--- src/rtl/blk_xfer_seq.sv ---
module blk_xfer_seq #(
  parameter int AW = 32,
  parameter int NREG = 16,
  localparam int IW = $clog2(NREG),
  localparam int CW = $clog2(NREG + 1)
) (
  input  logic          clk,
  input  logic          rst_n,
  input  logic          start,
  input  logic [AW-1:0] base_addr,
  input  logic [NREG-1:0] reg_list,
  input  logic          pre_idx,
  input  logic          up_dir,
  input  logic          wr_back,
  input  logic          is_load,
  input  logic [IW-1:0] base_reg,
  output logic          busy,
  output logic          acc_valid,
  output logic [AW-1:0] acc_addr,
  output logic [IW-1:0] acc_reg,
  output logic          acc_write,
  output logic          done,
  output logic          err,
  output logic          wb_en,
  output logic [AW-1:0] wb_value
);

  logic            run_q, err_q, load_q, wb_ok_q;
  logic [NREG-1:0] mask_q;
  logic [AW-1:0]   addr_q, wbv_q;

  logic [CW-1:0]   cnt;
  logic [AW-1:0]   span, base_al, first_addr, next_base;
  logic [IW-1:0]   pick;
  logic            last, take;

  always_comb begin
    cnt = '0;
    for (int i = 0; i < NREG; i++) cnt = cnt + CW'(reg_list[i]);
  end

  always_comb begin
    pick = '0;
    for (int i = NREG - 1; i >= 0; i--)
      if (mask_q[i]) pick = IW'(i);
  end

  assign span      = {{(AW-CW){1'b0}}, cnt} << 2;
  assign base_al   = {base_addr[AW-1:2], 2'b00};
  assign next_base = up_dir ? base_al + span : base_al - span;
  assign first_addr = up_dir ? (pre_idx ? base_al + AW'(4) : base_al)
                             : (pre_idx ? base_al - span : base_al - span + AW'(4));
  assign last = (mask_q & (mask_q - NREG'(1))) == '0;
  assign take = start && !run_q && !err_q;

  always_ff @(posedge clk or negedge rst_n) begin
    if (!rst_n) begin
      run_q   <= 1'b0;
      err_q   <= 1'b0;
      load_q  <= 1'b0;
      wb_ok_q <= 1'b0;
      mask_q  <= '0;
      addr_q  <= '0;
      wbv_q   <= '0;
    end else if (take) begin
      run_q   <= cnt != '0;
      err_q   <= cnt == '0;
      load_q  <= is_load;
      wb_ok_q <= wr_back && !(is_load && reg_list[base_reg]);
      mask_q  <= reg_list;
      addr_q  <= first_addr;
      wbv_q   <= next_base;
    end else begin
      err_q <= 1'b0;
      if (run_q) begin
        mask_q <= mask_q & ~(NREG'(1) << pick);
        addr_q <= addr_q + AW'(4);
        if (last) run_q <= 1'b0;
      end
    end
  end

  assign busy      = run_q | err_q;
  assign acc_valid = run_q;
  assign acc_addr  = addr_q;
  assign acc_reg   = pick;
  assign acc_write = run_q && !load_q;
  assign done      = (run_q && last) || err_q;
  assign err       = err_q;
  assign wb_en     = run_q && last && wb_ok_q;
  assign wb_value  = wbv_q;


  addr_align_chk: assert property (@(posedge clk) disable iff (!rst_n)
    acc_valid |-> acc_addr[1:0] == 2'b00);


  addr_step_chk: assert property (@(posedge clk) disable iff (!rst_n)
    (acc_valid && !done) |=> (acc_valid && acc_addr == $past(acc_addr) + AW'(4)));


  reg_ascend_chk: assert property (@(posedge clk) disable iff (!rst_n)
    (acc_valid && !done) |=> (acc_reg > $past(acc_reg)));


  done_single_chk: assert property (@(posedge clk) disable iff (!rst_n)
    done |=> !done && !busy);


  wb_with_done_chk: assert property (@(posedge clk) disable iff (!rst_n)
    wb_en |-> done && acc_valid);


  err_quiet_chk: assert property (@(posedge clk) disable iff (!rst_n)
    err |-> done && !acc_valid && !wb_en);


  idle_start_chk: assert property (@(posedge clk) disable iff (!rst_n)
    (!busy && !start) |=> !busy);


  store_only_write_chk: assert property (@(posedge clk) disable iff (!rst_n)
    acc_write |-> acc_valid);

endmodule

--- config.mk ---
export PLATFORM = sky130hd
export DESIGN_NAME = blk_xfer_seq
export DESIGN_NICKNAME = d
export VERILOG_FILES = /design/src/rtl/blk_xfer_seq.sv
export SDC_FILE = /design/constraint.sdc
export NUM_CORES = 1
export LEC_CHECK = 0
export BUFFER_PORTS_ARGS = -buffer_cell sky130_fd_sc_hd__buf_2
export CORE_ASPECT_RATIO = 1.2
export CORE_UTILIZATION = 45
export CTS_CLUSTER_DIAMETER = 50
export DETAILED_ROUTE_END_ITERATION = 16
export PLACE_DENSITY = 0.69
export SYNTH_ARGS = -nofsm -noshare
export SYNTH_HDL_FRONTEND = slang
export SYNTH_SLANG_ARGS = --single-unit
--- constraint.sdc ---
create_clock -name clk -period 2.2 [get_ports clk]
set_input_delay 0 -clock clk [delete_from_list [all_inputs] [get_ports clk]]
set_output_delay 0 -clock clk [all_outputs]
set_load 0.01 [all_outputs]
==> flow_summary.toml <==
[floorplanning]
die_area_sq_um = 17990
row_count = 52
die_h_um = 146.7
io_pins = 133
core_sq_um = 16980
start_util_pct = 46.25
fp.dieW_um = 122.6

[critical_path]
end_kind = "flop"
crit_required_ps = 2470
cp_max_fo = 6
crit_buf_inv = 5
critical_path_arrival_ps = 5800
start_kind = "input pin"
path_common_cell = "fa_1"
crit_chain = "buf_8 > inv_4 > fa_1 > fa_1 > fa_2 > fa_1 > inv_2 > ha_4 > inv_2 > fa_2 > nor2b_2 > o21ai_2 > buf_4 > ha_4 > or3_4 > or4_4 > a22oi_2 > nand4_1 > nor4_4 > nand4_1 > a31oi_1 > xnor2_1 > a221oi_2"
critical-path-slowest-cell = "fa_1"
cp_top_family = "adder cells"
crit_path_max_incr_delay_ps = 560
r2r_slack_ps = -110
crit_type = "input pin to flop"

[pwr]
intPower_mw = 9.040
irDropWorstVdd_mv = 0.9390
p_per_area_nw_per_um2 = 1331
swShare_pct = 45.25
seqPwrFrac_pct = 17.2
p_clk_share_pct = 10.2
p_sw_mw = 7.472
p_comb_share_pct = 72.6
power.leakage_nw = 5.328

[synth]
ys_ff_latch = 80
synthMuxAreaShare_pct = 3.919
netlist_area_sq_um = 7854
ys_warn_count = 0
synthAdderAreaFrac_pct = 6.341
ys.flop_type = "dfrtp_1"
avgSynthCellArea_sq_um = 7.870
synth_top_area_share_pct = 25.49
synthCells = 998
synth_xor_area_share_pct = 11.49
postSynth.asyncResetShare_pct = 100.0
synth_edf_count = 0
yosysTopAreaCell = "dfrtp_1"
synth_top_family_by_area = "simple AND/OR/NAND/NOR gates"
synth-simple-area-share_pct = 26.65
seq_area_frac_synth_pct = 25.49
synth-compound-area-share_pct = 19.34
synth_cell_type_count = 87
synth_area_leaders = "dfrtp_1, xnor2_1, nand2_1"

[final_layout]
final_common_cell = "buf_4"
mostFrequentLayoutCells = "buf_4, buf_2, nand2_1, dfrtp_1, nor2_1"
areaGrowthSynthToFinish_pct = 58.01
multiInputGateArea_sq_um = 6703
nets = 1427
n_antenna_cell = 0
regArea_sq_um = 2002
fillers = 1187
finish.instance_area_sq_um = 12410
drive_above_1_share_pct = 47.20
fin_cells = 1557

[global_routing]
grt_first_pass_wirelength_um = 47010
met2_usage_pct = 56.54
grt_max_degree = 47
grt_overflow_total = 0
antenna_found_initial = 0
busiest_layer = "met2"
gr-usage-met3_pct = 4.852
grt_use_total_pct = 34.02
grt_pass1_vias = 8908
use_met1_pct = 43.61

[placement]
dpl_cell_area_sq_um = 10390
port_buffers = 126
dp_hpwl_um = 21730
place_congestion = 0.9418
dp.cells = 1485

[cts]
tritoncts = "done"
clk_pin_slew_worst_paths_ps = 70
cts.path.max_buffers = 2
numCtsBuffers = 9
cts_sinks = 80
clk_latency_ps = 360
htree_levels = 3
ctsRootBufferMaster = "clkbuf_16"

[sta]
fmax_mhz = 180.6
skew_ps = 8.465
rsz0062_at_grt = "yes"
hold_violations = 0
setup_ws_ps = -3338
fin_crit_sh_pct = 251.7
maxSlewViolCount = 0
worst_pin_slew_ps = 692.4
finalCriticalPeriod_ps = 5538
slew_headroom_pct = 53.79
setup_viol_count_final = 64

[detailed_routing]
drtPass1Iterations = 6
drtIter0Drc = 918
avgRoutedWirePerCell_um = 20.84
via_count = 9409
vias_per_cell = 6.043
antenna_left = 0
drc = 0
drt_wl_total_um = 32450

[status]
outcome = "finished, violations left"
failed_checks = "negative setup slack"

[min_path]
hold_class = "input pin to flop"

[job]
cap_violations = 0
==> worst min-delay path, stage by stage <==
cell	delay, ps
buf_2	90
buf_4	110
a21oi_1	50
a21oi_1	100
==> synth_stat cells (6+ instances only) <==
master and n:
mux2i_1 15, o21ai_0 73, mux4_2 6, o211ai_1 9, inv_1 55, buf_4 11, and2_1 8, clkbuf_1 37
or3_1 16, or4_1 7, xor2_1 39, nor3_1 35, a221oi_1 6, nand2_1 111, a211oi_1 7, ha_1 19
a31oi_1 10, buf_2 10, nor2_1 86, o31ai_1 6, o22ai_1 15, a21oi_1 48, and3_1 26, nor2b_1 8
nand4_1 18, fa_1 12, xnor2_1 59, dfrtp_1 80, nor4_1 16, nand2b_1 8, nand3_1 37
==> sequential cells by signal, summed over array words and instances (netlist names) <==
| name | cells |
|---|---|
| acc_addr | 30 |
| wb_value | 30 |
| mask_q | 16 |
| acc_valid | 1 |
| err | 1 |
| load_q | 1 |
| wb_ok_q | 1 |
==> cell type report <==
| cell class | count | area share (%) |
|---|---|---|
| multi-input cells | 800 | 54.01 |
| repair buffers | 391 | 23.42 |
| flip-flops and latches | 80 | 16.13 |
| well taps | 216 | 2.178 |
| clock buffers | 10 | 1.845 |
| inverters | 55 | 1.744 |
| clock inverters | 5 | 0.6655 |
==> stage by stage <==
| stage | total power, mW | TNS (ps) | setup slack (ps) | util (%) | hold WS [ps] |
|---|---|---|---|---|---|
| floorplan | 7.903 | -149350 | -3237 | - | -295.6 |
| global placement | 11.20 | -176970 | -3549 | 61.17 | 24.05 |
| detailed placement | 11.41 | -180600 | -3636 | 61.17 | 24.51 |
| CTS | 14.80 | -153260 | -3134 | 69.22 | 32.55 |
| global route | 17.36 | -170340 | -3490 | 73.08 | 57.59 |
| finish | 16.51 | -159470 | -3338 | 73.08 | 46.12 |
==> logic make-up after synthesis <==
logic type | count (synthesis)
AOI/OAI and AO/OA | 234
adders and majority gates | 33
and+or+nand+nor | 406
DFF | 80
muxes | 23
other | 1
xor gates and xnor gates | 100
buffers and inverters | 121
==> repair_timing <==
| action | CTS | global route |
|---|---|---|
| hold buffers | 3 | 0 |
| setup buffers | 33 | 27 |
| pin swaps | 84 | 75 |
| setup endpoints to repair | 69 | 75 |
| hold endpoints to repair | 40 | 0 |
| gates resized for setup | 199 | 95 |
==> power groups by stage <==
stage / Sequential (mW) / Clock (mW) / Combinational, mW
final: 2.84 / 1.68 / 12.0
after global routing: 2.92 / 1.75 / 12.7
after CTS: 2.80 / 1.68 / 10.3
after detailed placement: 2.81 / 0 / 8.60
after global placement: 2.79 / 0 / 8.42
after floorplan: 2.99 / 0 / 4.91
==> worst paths after layout <==
kind,depth (start not counted),startpoint,endpoint
worst max-delay path,23,reg_list[5],acc_addr[24]
worst min-delay path,4,reg_list[11],mask_q[11]
worst max register to register,12,mask_q[3],acc_valid
worst min register to register,1,wb_value[31],wb_value[31]
max in group asynchronous,3,rst_n,wb_value[13]
min in group asynchronous,2,rst_n,mask_q[7]
==> per-layer routing <==
| metal | part of all wire (%) | wire, um | vias up |
|---|---|---|---|
| met5 | 0 | 0 | - |
| li1 | - | - | 4241 |
| met1 | 38 | 12440 | 4464 |
| met4 | 5.7 | 1861 | 0 |
| met2 | 48 | 15630 | 552 |
| met3 | 7.8 | 2528 | 152 |
(Power assumes the default switching activity.)
